$ cat config.mk
export PLATFORM = sky130hd
export DESIGN_NAME = sdram_page_sched
export DESIGN_NICKNAME = d
export VERILOG_FILES = /design/src/rtl/sps_pkg.sv /design/src/rtl/sps_open_rows.sv /design/src/rtl/sps_ref_timer.sv /design/src/rtl/sps_rd_track.sv /design/src/rtl/sdram_page_sched.sv
export SDC_FILE = /design/constraint.sdc
export NUM_CORES = 1
export LEC_CHECK = 0
export BUFFER_PORTS_ARGS = -buffer_cell sky130_fd_sc_hd__buf_4
export CORE_ASPECT_RATIO = 0.9
export CORE_MARGIN = 2
export CORE_UTILIZATION = 64
export DETAILED_ROUTE_END_ITERATION = 8
export GPL_ROUTABILITY_DRIVEN = 0
export GPL_TIMING_DRIVEN = 0
export PLACE_DENSITY_LB_ADDON = 0.12
export SLEW_MARGIN = 20
export SYNTH_ARGS = -nofsm -noshare
export SYNTH_HDL_FRONTEND = slang
export SYNTH_SLANG_ARGS = --single-unit
$ cat constraint.sdc
create_clock -name clk -period 7.3 [get_ports clk]
set_input_delay 0.73 -clock clk [delete_from_list [all_inputs] [get_ports clk]]
set_output_delay 0.73 -clock clk [all_outputs]
set_load 0.05 [all_outputs]
$ cat src/rtl/sps_pkg.sv
// Shared types for the SDRAM open-page scheduler.
package sps_pkg;
    // Encoded command on the memory command pins (code values are fixed).
    typedef enum logic [2:0] {
        CMD_NOP = 3'd0,
        CMD_ACT = 3'd1,
        CMD_RD  = 3'd2,
        CMD_WR  = 3'd3,
        CMD_PRE = 3'd4,
        CMD_REF = 3'd5
    } sdr_cmd_e;
endpackage

$ cat src/rtl/sps_open_rows.sv
// Open-row table: one valid bit and one row number per (chip, bank) pair.
// Assumes set and clear never target an entry in the same cycle.
module sps_open_rows #(
    parameter int NENT  = 8,
    parameter int ROW_W = 13,
    parameter int IDX_W = $clog2(NENT)
) (
    input  logic             clk,
    input  logic             rst_n,
    input  logic [IDX_W-1:0] look_idx,
    input  logic             set_en,
    input  logic [IDX_W-1:0] set_idx,
    input  logic [ROW_W-1:0] set_row,
    input  logic             clr_en,
    input  logic [IDX_W-1:0] clr_idx,
    input  logic             clr_all,
    output logic             look_vld,
    output logic [ROW_W-1:0] look_row,
    output logic             any_open
);
    logic [NENT-1:0]  vld;
    logic [ROW_W-1:0] row_q [NENT];

    for (genvar e = 0; e < NENT; e++) begin : g_ent
        logic             v;
        logic [ROW_W-1:0] r;
        // Track whether this entry's bank has a row open, and which one.
        always_ff @(posedge clk) begin
            if (!rst_n) begin
                v <= 1'b0;
                r <= '0;
            end else if (clr_all || (clr_en && clr_idx == IDX_W'(e))) begin
                v <= 1'b0;
            end else if (set_en && set_idx == IDX_W'(e)) begin
                v <= 1'b1;
                r <= set_row;
            end
        end
        assign vld[e]   = v;
        assign row_q[e] = r;
    end

    assign look_vld = vld[look_idx];
    assign look_row = row_q[look_idx];
    assign any_open = |vld;


    clear_all_chk: assert property (@(posedge clk) disable iff (!rst_n)
        (clr_all && !set_en) |=> !any_open);
endmodule

$ cat src/rtl/sps_ref_timer.sv
// Refresh interval timer: raises a pending flag every INTERVAL cycles that
// stays up until the scheduler reports the refresh as issued.
module sps_ref_timer #(
    parameter int INTERVAL = 780
) (
    input  logic clk,
    input  logic rst_n,
    input  logic ref_done,
    output logic ref_pend
);
    localparam int CNT_W = $clog2(INTERVAL);
    logic [CNT_W-1:0] cnt;

    // Count the interval and hold the pending flag until served.
    always_ff @(posedge clk) begin
        if (!rst_n) begin
            cnt      <= '0;
            ref_pend <= 1'b0;
        end else if (cnt == CNT_W'(INTERVAL - 1)) begin
            cnt      <= '0;
            ref_pend <= 1'b1;
        end else begin
            cnt <= cnt + 1'b1;
            if (ref_done) ref_pend <= 1'b0;
        end
    end


    ref_hold_chk: assert property (@(posedge clk) disable iff (!rst_n)
        (ref_pend && !ref_done) |=> ref_pend);
endmodule

$ cat src/rtl/sps_rd_track.sv
// Read-return tracker: marks the BL cycles in which read data comes back,
// starting CAS-latency cycles after a READ appears on the command pins.
module sps_rd_track #(
    parameter int BL = 8
) (
    input  logic clk,
    input  logic rst_n,
    input  logic rd_issued,
    input  logic cas3,
    output logic rd_beat,
    output logic rd_busy
);
    localparam int CNT_W = $clog2(BL);
    logic [2:0]       lead;
    logic [CNT_W-1:0] cnt;
    logic             start;

    assign start   = cas3 ? lead[2] : lead[1];
    assign rd_beat = start || (cnt != '0);
    assign rd_busy = (lead != '0) || (cnt != '0);

    // Delay READ issue by the latency, then count out the burst beats.
    always_ff @(posedge clk) begin
        if (!rst_n) begin
            lead <= '0;
            cnt  <= '0;
        end else begin
            lead <= {lead[1:0], rd_issued};
            if (start)            cnt <= CNT_W'(BL - 1);
            else if (cnt != '0)   cnt <= cnt - 1'b1;
        end
    end


    rd_start_chk: assert property (@(posedge clk) disable iff (!rst_n)
        (start && !cas3) |-> $past(rd_issued, 2));
endmodule

$ cat src/rtl/sdram_page_sched.sv
// SDRAM open-page command scheduler. Serves one burst request at a time,
// keeps a row open per (chip, bank), precharges only the bank a miss hits,
// and runs refresh by precharging all and clearing the page table.
// Assumes T_RCD, T_RP and T_RFC are at least 2 and BL is a power of two.
module sdram_page_sched
    import sps_pkg::*;
#(
    parameter int CHIP_W       = 1,
    parameter int BANK_W       = 2,
    parameter int ROW_W        = 13,
    parameter int COL_W        = 8,
    parameter int DATA_W       = 32,
    parameter int BL           = 8,
    parameter int T_RCD        = 3,
    parameter int T_RP         = 3,
    parameter int T_WR         = 2,
    parameter int T_RFC        = 7,
    parameter int REF_INTERVAL = 780,
    parameter int AP_BIT       = 10
) (
    input  logic                                 clk,
    input  logic                                 rst_n,
    input  logic                                 cfg_cas3,
    input  logic                                 req_valid,
    input  logic                                 req_write,
    input  logic [CHIP_W+ROW_W+BANK_W+COL_W-1:0] req_addr,
    input  logic [DATA_W/8-1:0]                  req_be,
    output logic                                 req_wait,
    output logic                                 sd_cke,
    output logic [(1<<CHIP_W)-1:0]               sd_cs_n,
    output logic [2:0]                           sd_cmd,
    output logic [BANK_W-1:0]                    sd_ba,
    output logic [ROW_W-1:0]                     sd_addr,
    output logic [DATA_W/8-1:0]                  sd_dqm,
    output logic                                 rd_beat
);
    localparam int IDX_W  = CHIP_W + BANK_W;
    localparam int NENT   = 1 << IDX_W;
    localparam int NCHIP  = 1 << CHIP_W;
    localparam int BYTES  = DATA_W / 8;
    localparam int BL_LOG = $clog2(BL);
    localparam int M1     = (BL > T_RFC) ? BL : T_RFC;
    localparam int M2     = (T_RCD > T_RP) ? T_RCD : T_RP;
    localparam int MAXG   = (M1 > M2) ? M1 : M2;
    localparam int GAP_W  = $clog2(MAXG + 1);
    localparam int WR_W   = $clog2(BL + T_WR + 1);
    localparam int AGE_W  = $clog2(T_RCD + 1);

    // Request fields
    logic [COL_W-1:0]  r_col;
    logic [BANK_W-1:0] r_bank;
    logic [ROW_W-1:0]  r_row;
    logic [CHIP_W-1:0] r_chip;
    logic [IDX_W-1:0]  r_idx;
    assign r_col  = req_addr[COL_W-1:0];
    assign r_bank = req_addr[COL_W +: BANK_W];
    assign r_row  = req_addr[COL_W+BANK_W +: ROW_W];
    assign r_chip = req_addr[COL_W+BANK_W+ROW_W +: CHIP_W];
    assign r_idx  = {r_chip, r_bank};

    // Registered command pins and timing state
    sdr_cmd_e          cmd_q;
    logic [NCHIP-1:0]  cs_q;
    logic [BANK_W-1:0] ba_q;
    logic [ROW_W-1:0]  addr_q;
    logic [BYTES-1:0]  dqm_q;
    logic [GAP_W-1:0]  gap;
    logic [WR_W-1:0]   wr_rec;
    logic [BL_LOG-1:0] wcnt;
    logic [AGE_W-1:0]  act_age;

    // Decision outputs
    sdr_cmd_e          n_cmd;
    logic [NCHIP-1:0]  n_cs;
    logic [ROW_W-1:0]  n_addr;
    logic [GAP_W-1:0]  gap_val;
    logic              load_gap, accept;
    logic              set_en, clr_en, clr_all, ref_done;
    logic              look_vld, any_open, ref_pend, rd_busy;
    logic [ROW_W-1:0]  look_row;

    sps_open_rows #(.NENT(NENT), .ROW_W(ROW_W), .IDX_W(IDX_W)) rows_i (
        .clk(clk), .rst_n(rst_n), .look_idx(r_idx),
        .set_en(set_en), .set_idx(r_idx), .set_row(r_row),
        .clr_en(clr_en), .clr_idx(r_idx), .clr_all(clr_all),
        .look_vld(look_vld), .look_row(look_row), .any_open(any_open)
    );

    sps_ref_timer #(.INTERVAL(REF_INTERVAL)) ref_i (
        .clk(clk), .rst_n(rst_n), .ref_done(ref_done), .ref_pend(ref_pend)
    );

    sps_rd_track #(.BL(BL)) rdt_i (
        .clk(clk), .rst_n(rst_n), .rd_issued(cmd_q == CMD_RD),
        .cas3(cfg_cas3), .rd_beat(rd_beat), .rd_busy(rd_busy)
    );

    // Pick the next command once the previous command's gap has elapsed.
    always_comb begin
        n_cmd    = CMD_NOP;
        n_cs     = '1;
        n_addr   = '0;
        gap_val  = '0;
        load_gap = 1'b0;
        accept   = 1'b0;
        set_en   = 1'b0;
        clr_en   = 1'b0;
        clr_all  = 1'b0;
        ref_done = 1'b0;
        if (gap == '0) begin
            if (ref_pend) begin
                if (any_open) begin
                    if (wr_rec == '0) begin
                        n_cmd          = CMD_PRE;
                        n_cs           = '0;
                        n_addr[AP_BIT] = 1'b1;
                        clr_all        = 1'b1;
                        load_gap       = 1'b1;
                        gap_val        = GAP_W'(T_RP - 1);
                    end
                end else begin
                    n_cmd    = CMD_REF;
                    n_cs     = '0;
                    ref_done = 1'b1;
                    load_gap = 1'b1;
                    gap_val  = GAP_W'(T_RFC - 1);
                end
            end else if (req_valid) begin
                n_cs = ~(NCHIP'(1) << r_chip);
                if (look_vld && look_row == r_row) begin
                    n_cmd    = req_write ? CMD_WR : CMD_RD;
                    n_addr   = ROW_W'({r_col[COL_W-1:BL_LOG], {BL_LOG{1'b0}}});
                    accept   = 1'b1;
                    load_gap = 1'b1;
                    gap_val  = GAP_W'(BL - 1);
                end else if (look_vld) begin
                    if (wr_rec == '0) begin
                        n_cmd    = CMD_PRE;
                        clr_en   = 1'b1;
                        load_gap = 1'b1;
                        gap_val  = GAP_W'(T_RP - 1);
                    end else begin
                        n_cs = '1;
                    end
                end else begin
                    n_cmd    = CMD_ACT;
                    n_addr   = r_row;
                    set_en   = 1'b1;
                    load_gap = 1'b1;
                    gap_val  = GAP_W'(T_RCD - 1);
                end
            end
        end
    end

    // Register the command pins and the inter-command gap.
    always_ff @(posedge clk) begin
        if (!rst_n) begin
            cmd_q  <= CMD_NOP;
            cs_q   <= '1;
            ba_q   <= '0;
            addr_q <= '0;
            gap    <= '0;
        end else begin
            cmd_q  <= n_cmd;
            cs_q   <= n_cs;
            ba_q   <= r_bank;
            addr_q <= n_addr;
            if (load_gap)        gap <= gap_val;
            else if (gap != '0)  gap <= gap - 1'b1;
        end
    end

    // Hold write masks for the burst and count write recovery.
    always_ff @(posedge clk) begin
        if (!rst_n) begin
            dqm_q  <= '0;
            wcnt   <= '0;
            wr_rec <= '0;
        end else begin
            if (accept && req_write) begin
                dqm_q  <= ~req_be;
                wcnt   <= BL_LOG'(BL - 1);
                wr_rec <= WR_W'(BL + T_WR - 2);
            end else begin
                if (wcnt != '0) wcnt <= wcnt - 1'b1;
                else            dqm_q <= '0;
                if (wr_rec != '0) wr_rec <= wr_rec - 1'b1;
            end
        end
    end

    // Age since the last ACTIVATE, saturating at T_RCD (checking aid).
    always_ff @(posedge clk) begin
        if (!rst_n)                           act_age <= AGE_W'(T_RCD);
        else if (cmd_q == CMD_ACT)            act_age <= AGE_W'(1);
        else if (act_age != AGE_W'(T_RCD))    act_age <= act_age + 1'b1;
    end

    assign req_wait = req_valid && !accept;
    assign sd_cke   = (gap != '0) || req_valid || ref_pend || (wr_rec != '0)
                      || rd_busy || (wcnt != '0);
    assign sd_cs_n  = cs_q;
    assign sd_cmd   = cmd_q;
    assign sd_ba    = ba_q;
    assign sd_addr  = addr_q;
    assign sd_dqm   = dqm_q;


    accept_cmd_chk: assert property (@(posedge clk) disable iff (!rst_n)
        (req_valid && !req_wait) |=>
        (cmd_q == ($past(req_write) ? CMD_WR : CMD_RD)));

    read_dqm_chk: assert property (@(posedge clk) disable iff (!rst_n)
        (cmd_q == CMD_RD) |-> (sd_dqm == '0));

    act_to_col_chk: assert property (@(posedge clk) disable iff (!rst_n)
        (cmd_q == CMD_RD || cmd_q == CMD_WR) |-> (act_age >= AGE_W'(T_RCD)));

    ref_closed_chk: assert property (@(posedge clk) disable iff (!rst_n)
        (cmd_q == CMD_REF) |-> !any_open);

    cke_cmd_chk: assert property (@(posedge clk) disable iff (!rst_n)
        (cmd_q != CMD_NOP) |-> sd_cke);
endmodule

Yosys cells after proc, flatten, opt, wreduce, memory -nomap -nowiden --
Cells that the tools add are included.
Cells by class: $add $sub $neg 5, magnitude comparators 2, eq/ne operators 11, shift-type cells 1, multiplexer cells 70, bitwise gates (word level) 14, reduce and logical (&&, ||, !) cells 70
Operator list (number):
- two-way mux 4 bit | 12
- binary-select mux 13 bit (select 3 bit) | 1
- two-way mux 1 bit | 33
- two-way mux 11 bit | 3
- two-way mux 3 bit | 10
- two-way mux 13 bit | 2
- OR reduction 2 bit | 10
- logical AND 1 bit | 19
- AND reduction 2 bit | 9
- two-way mux 2 bit | 8
- logical OR 1 bit | 15
- == test 13 bit | 1
- == test 3 bit, second input constant | 4
- inverter 1 bit | 11
- adder 10 x 1 -> 10 bit, second input constant | 1
- == test 10 bit, second input constant | 1
- nonzero test 2 bit | 5
- == test 3 x 2 -> 1 bit, second input constant | 3
- nonzero test 3 bit | 3
- logical NOT 4 bit | 2
- nonzero test 4 bit | 2
- OR reduction 8 bit | 1
- subtractor 4 x 1 -> 4 bit, second input constant | 2
- OR reduction 6 bit | 1
- other kinds (13) | 14
Word-level totals: register bits after elaboration 164, output and inout bits 27, logic and storage cells 204

Logic depth before layout (Yosys ltp) --
Gate-level depths: netlist of run 1.
word-level depth 14, depth in mapped cells 12

Hierarchy --
From an unflattened synthesis of run 1, not the netlist that was laid out.
Unflattened totals: cells, all modules 710, area total of the unflattened synthesis 7494.7 um^2
Modules (own cells, without submodules):
- sps_open_rows | instances 1, cells an instance 456, area each 5077.4 um^2
- sdram_page_sched | instances 1, cells an instance 176, area each 1644.1 um^2
- sps_ref_timer | instances 1, cells an instance 54, area each 499.2 um^2
- sps_rd_track | instances 1, cells an instance 24, area each 274.0 um^2

Least setup slack after synthesis of run 1 --
OpenSTA, ideal clock, no wires.
path kind input to output, start input req_addr[9], end output req_wait, arrival time 2.754 ns, setup slack 3.816 ns, cell stages on the path 10, buffers on the path 2, path through buf_6 -> nand2b_1 -> clkbuf_1 -> o22ai_1 -> a211oi_1 -> xor2_1 -> a2111oi_2 -> and4_1 -> nand2_1 -> and2_1
On the way: longest elaborated chain between the ends 12, elaborated cells between the ends (all ways) 14, those cells by class 1 x eq/ne; 9 x mux; 1 x bitwise; 3 x reduce/logical
RTL lines:
- from (decl) | line sdram_page_sched.sv:26 | input logic [CHIP_W+ROW_W+BANK_W+COL_W-1:0] req_addr,
- inverter 3 -> 4 bit (implied by the code) | line sps_open_rows.sv:44 | assign look_row = row_q[look_idx];
- binary-select mux 13 bit (select 3 bit) | line sps_open_rows.sv:44
- two-way mux 13 bit (implied by the code) (2 in a row) | line sps_open_rows.sv:44
- == test 13 bit | line sdram_page_sched.sv:130 | if (look_vld && look_row == r_row) begin
- logical AND 1 bit * | line sdram_page_sched.sv:130
- two-way mux 1 bit * | line sdram_page_sched.sv:130
- two-way mux 1 bit * | line sdram_page_sched.sv:128 | end else if (req_valid) begin
- two-way mux 1 bit * | line sdram_page_sched.sv:111 | if (ref_pend) begin
- two-way mux 1 bit * | line sdram_page_sched.sv:110 | if (gap == '0) begin
- logical NOT 1 bit * | line sdram_page_sched.sv:200 | assign req_wait = req_valid && !accept;
- logical AND 1 bit * | line sdram_page_sched.sv:200
- to (decl) | line sdram_page_sched.sv:28 | output logic req_wait,
Mark *: on every way between the ends. The rest lies on a longest branch, timed or not. The select of a mux whose other input is x is not followed.

Final worst setup path of run 1 --
start input req_addr[23], end output req_wait
The elaborated chain is that of the path after synthesis.

==> results of run 1 <==
## registers in the layout (all words and copies together) (netlist names)
signal,count
gap,4
rdt_i.cnt,3
rdt_i.lead,3
ref_i.cnt,10
ref_i.ref_pend,1
rows_i.g_ent.r,104
rows_i.g_ent.v,8
sd_addr,13
sd_ba,2
sd_cmd,3
sd_cs_n,2
sd_dqm,4
wcnt,3
wr_rec,4
## metal layers
layer	up-vias	wire length, um	GRT usage (%)
li1	3026	-	-
met1	3162	8350	50.1
met2	448	9560	54.4
met3	69	2320	7.66
met4	0	709	13.7
met5	-	0	0
## layout by cell type, fill, tap and decap left out, types with 3 or more instances in the layout
| master | n |
|---|---|
| and4_1 | 4 |
| o211ai_1 | 5 |
| o21ai_0 | 12 |
| a22o_1 | 6 |
| nor3_1 | 8 |
| inv_1 | 17 |
| xnor2_1 | 10 |
| and2_1 | 11 |
| or3_1 | 9 |
| a31oi_1 | 3 |
| o22ai_1 | 12 |
| mux2_2 | 12 |
| nand3_1 | 15 |
| nor2b_1 | 5 |
| mux2i_1 | 32 |
| dfxtp_1 | 164 |
| a21oi_1 | 112 |
| nand2_1 | 214 |
| a211oi_1 | 3 |
| mux4_2 | 12 |
| buf_6 | 6 |
| xor2_1 | 13 |
| and3_1 | 4 |
| clkbuf_16 | 17 |
| a221oi_1 | 4 |
| o221a_2 | 4 |
| nor4_1 | 5 |
| clkinvlp_4 | 5 |
| buf_4 | 44 |
| clkinv_2 | 5 |
| buf_2 | 8 |
| ha_1 | 8 |
| clkbuf_8 | 3 |
| nand2b_1 | 9 |
| clkbuf_1 | 44 |
| nor2_1 | 53 |
## cells by family after synthesis
kind of cell    synth area share (%)
compound gates                  14.1
xor+xnor                        2.80
fa+ha+maj                       1.39
buf+inv                         4.89
flops                           45.6
mux                             10.4
simple gates                    20.7
## layout make-up
cell class                      count  area [um2]  share of cell area [%]
Buffer                             60         284                    3.44
Tap cell                          152         190                    2.30
Sequential cell                   164        3280                    39.8
Inverter                           18        67.6                   0.819
Multi-Input combinational cell    608        3560                    43.1
Clock inverter                     12        80.1                   0.970
Timing Repair Buffer               43         323                    3.91
Clock buffer                       20         467                    5.65
## final timing paths
kind | startpoint | cells after the start | to | slack, ps
worst max-delay path | req_addr[23] | 12 | req_wait | 3090
worst min-delay path | sd_cmd[2] | 1 | rdt_i.lead[0] | 420
worst max register to register | gap[0] | 11 | rows_i.g_ent[7].v | 3830
worst min register to register | sd_cmd[2] | 1 | rdt_i.lead[0] | 420
## stage by stage
step / area (um2) / utilization [%] / power (W) / setup slack, ps
floorplan: 7190 / - / 0.00141 / 3820
global placement: 7710 / 70.7 / 0.00154 / 3240
detailed placement: 7710 / 70.7 / 0.00157 / 3210
CTS: 8250 / 75.7 / 0.00238 / 3220
global route: 8250 / 75.7 / 0.00249 / 2930
finish: 8250 / 75.7 / 0.00239 / 3090
## where the power goes
part           switching, W  internal, W  total (W)  leakage (nW)
clock network      0.000363     0.000459   0.000822         0.260
registers         0.0000465     0.000967    0.00101          1.33
logic              0.000364     0.000192   0.000556          1.44
## critical path, stage by stage
cell and delay (ps):
buf_4 100, buf_2 240, buf_2 330, buf_2 340, o22ai_1 140, a211oi_1 290, xor2_1 100, nor4_1 340
and4_1 410, nand2_1 110, and2_1 160, buf_4 180
==> impl_metrics.toml, run 1 <==
[synth]
yosysWarnings = 0
synth.distinct_cells = 51
synth-seq-cells = 164
synth_top_area_cell = "dfxtp_1"
ys.flop_type = "dfxtp_1"
ys_async_sr_fraction_pct = 0
syn_avg_cell_area_um2 = 8.46
synth_edf_count = 0
mappedNetlistNets = 891
yosysTopAreaCellShare_pct = 45.6
yosys-top-cells-area = "dfxtp_1 (46%), nand2_1 (11%), a21oi_1 (7.8%)"
ys_seq_area_share_pct = 45.6
synth.most_common_cell = "nand2_1"
synth_area_um2 = 7190
yosys-top-cells-count = "nand2_1 (214), dfxtp_1 (164), a21oi_1 (112)"
synth_cells = 850

[cells_and_area]
fill_cells = 827
insertedDiodeCount = 0
layout.nets = 953
final_cell_count_no_fill = 1077
area_delta_synth_final_pct = 14.7
drive_above_1_share_pct = 13.4

[setup_path]
cp_max_fo = 10
cp.required_ps = 6570
critPathLaunchType = "input port"
cp_data_arrival_time_ps = 3480
critPathKind = "in2out"
cp-end-kind = "primary output"

[floorplanning]
dieHeight_um = 105
core_um2 = 10900
initial_utilization_pct = 66.0
pin_count = 60
row_count = 36
die_w_um = 116
die_area_um2 = 12100

[timing]
whs_ps = 416
finalCritPeriodShare_pct = 57.7
hold_viol = 0
tns_ps = 0
setup_viol = 0
maxSlewHeadroom_pct = 43.0
finalCriticalPeriod_ps = 4210
rsz0062_at_grt = "no"
worst_pin_slew_ps = 855
max_freq_ghz = 0.237
drv_slew = 0
skew_ps = 9.84

[global_route]
grt_pass1_wl_um = 32900
gr-total-overflow = 0
antenna_found_initial = 0
grt_util_all_layers_pct = 35.8
grt_pass1_vias = 6240
grt_max_degree = 17

[routing]
viasPerCell = 6.23
drc = 0
drt_iter0_drc = 1077
first_pass_iters = 6
num_vias = 6705
routedWlPerCell_um = 19.4
postRouteAntennaNets = 0
drt_wl_total_um = 20900

[clock_network]
cts-root-buf = "clkbuf_16"
worstSkewPairLatency_ps = 430
path_clk_slew_ps = 60
numCtsBuffers = 17
postCtsHoldBufs = 0
post_cts_buffers = 0
cts.sinks = 164
cts_tree = "yes"
postCtsResizedCells = 0
htreeDepth = 4
cts_buffer_depth = 2

[status]
status = "complete, no violations"

[placement]
dp.cells = 1045
numPortBuffers = 43
post-dp-hpwl_um = 14700

[power_and_ir_drop]
ir_drop_mv = 0.197
powerDensity_nw_per_um2 = 290
p_leak_nw = 3.03

[run]
drv_cap = 0

[hold_path]
hp-class = "reg2reg"
(Power assumes the default switching activity.)
==> run 2: changes to the inputs <==
Settings changed: CORE_UTILIZATION 64 to 54.
Clock period 7.3 ns to 3.7 ns, I/O delays scaled along.
==> impl_metrics.toml, run 2 (synthesis gave the netlist of run 1 again) <==
[clock_network]
numCtsBuffers = 17
post_cts_buffers = 0
htreeDepth = 4
path_clk_slew_ps = 60
cts-root-buf = "clkbuf_16"
worstSkewPairLatency_ps = 430
postCtsResizedCells = 0
cts_tree = "yes"
postCtsHoldBufs = 0
cts_buffer_depth = 2
cts.sinks = 164

[hold_path]
holdPathStages = 2
hp-class = "in2reg"

[timing]
maxSlewHeadroom_pct = 48.5
worst_pin_slew_ps = 772
skew_ps = 7.92
drv_slew = 0
rsz0062_at_grt = "no"
setup_viol = 0
finalCritPeriodShare_pct = 95.5
finalCriticalPeriod_ps = 3540
whs_ps = 151
max_freq_ghz = 0.283
tns_ps = 0
hold_viol = 0

[floorplanning]
die_area_um2 = 14300
row_count = 39
initial_utilization_pct = 56.0
core_um2 = 12800
die_w_um = 126
pin_count = 60
dieHeight_um = 113

[cells_and_area]
final_common_cell = "nand2_1"
area_delta_synth_final_pct = 15.8
layout_common_cells = "nand2_1 (214), dfxtp_1 (164), a21oi_1 (112), nor2_1 (53)"
drive_above_1_share_pct = 13.3
largest_reg_flops = 104
insertedDiodeCount = 0
stdcell_area_um2 = 8330
layout.nets = 953
regMostFlops = "rows_i.g_ent.r"

[setup_path]
critPathKind = "in2out"
cp_data_arrival_time_ps = 3170
cp-end-kind = "primary output"
worstRegToRegCells = 11
reg2reg_from = "gap[0]"
cp.required_ps = 3330
endpoint = "req_wait"
worstSetupStartpoint = "req_addr[8]"
reg2reg_slack_ps = 330
critPathLaunchType = "input port"
cp_max_fo = 10
rr_endpoint = "rows_i.g_ent[7].r[9]"

[power_and_ir_drop]
ir_drop_mv = 0.528
p_total_w = 0.00488
p_leak_nw = 3.07
powerDensity_nw_per_um2 = 586

[global_route]
gr-total-overflow = 0
grt_pass1_vias = 6460
grt_pass1_wl_um = 33600
antenna_found_initial = 0
grt_util_all_layers_pct = 30.3
grt_max_degree = 17

[routing]
viasPerCell = 5.93
drt_wl_total_um = 20900
num_vias = 6448
first_pass_iters = 5
postRouteAntennaNets = 0
drt_iter0_drc = 605
drc = 0
routedWlPerCell_um = 19.2

[placement]
post-dp-hpwl_um = 14800
placed_area_um2 = 7720
numPortBuffers = 43

[run]
drv_cap = 0

[status]
status = "complete, no violations"
## run 2: changes by cell type in the layout (fill, tap and decap cells not counted), sizes merged
cell,previous run,this run
bufinv,0,3
clkinvlp,5,2
clkbuf,64,63
## run 2: worst min-delay path by stage
stage                 start  slack, ps            end
2_1_floorplan  ref_i.cnt[0]        430   ref_i.cnt[0]
3_3_place_gp      sd_cmd[2]        410  rdt_i.lead[0]
3_5_place_dp      sd_cmd[0]        410  rdt_i.lead[0]
4_1_cts         req_addr[6]        140     sd_addr[6]
5_1_grt         req_addr[6]        140     sd_addr[6]
6_report        req_addr[6]        150     sd_addr[6]
## run 2: metal layers
metal	global-route usage (%)	vias up	part of all wire, %
met2	48.4	296	46
met3	7.46	59	9.0
met4	12.3	0	3.0
met1	39.8	3070	42
li1	-	3023	-
met5	0	-	0
## run 2: critical path, cell delays in order
cell and delay, ps:
buf_4 110, buf_2 280, clkinv_1 460, o32ai_1 430, a221oi_1 110, xor2_1 200
nor4_2 330, and4_1 400, nand2_1 120, and2_1 170, buf_4 180
## run 2: stage by stage
step | cells | utilization (%) | worst slack, ps
2_1_floorplan | 850 | - | 936
3_3_place_gp | 1057 | 60.2 | 308
3_5_place_dp | 1057 | 60.2 | 279
4_1_cts | 1088 | 64.9 | 266
5_1_grt | 1088 | 64.9 | 48.7
6_report | 1088 | 64.9 | 165
## run 2: where the power goes
group	switching, W	leakage (nW)	internal (W)	total, W
clock	0.000719	0.295	0.00109	0.00181
combinational	0.000694	1.44	0.000378	0.00107
sequential	0.0000866	1.33	0.00191	0.00200
total	0.00150	3.07	0.00338	0.00488
## run 2: cell type report
cell class | count | area [um2]
Clock buffer | 19 | 453
Sequential cell | 164 | 3280
Clock inverter | 12 | 155
Tap cell | 164 | 205
Timing Repair Buffer | 43 | 323
Inverter | 18 | 67.6
Fill cell | 1089 | 4500
Buffer | 60 | 284
Multi-Input combinational cell | 608 | 3560
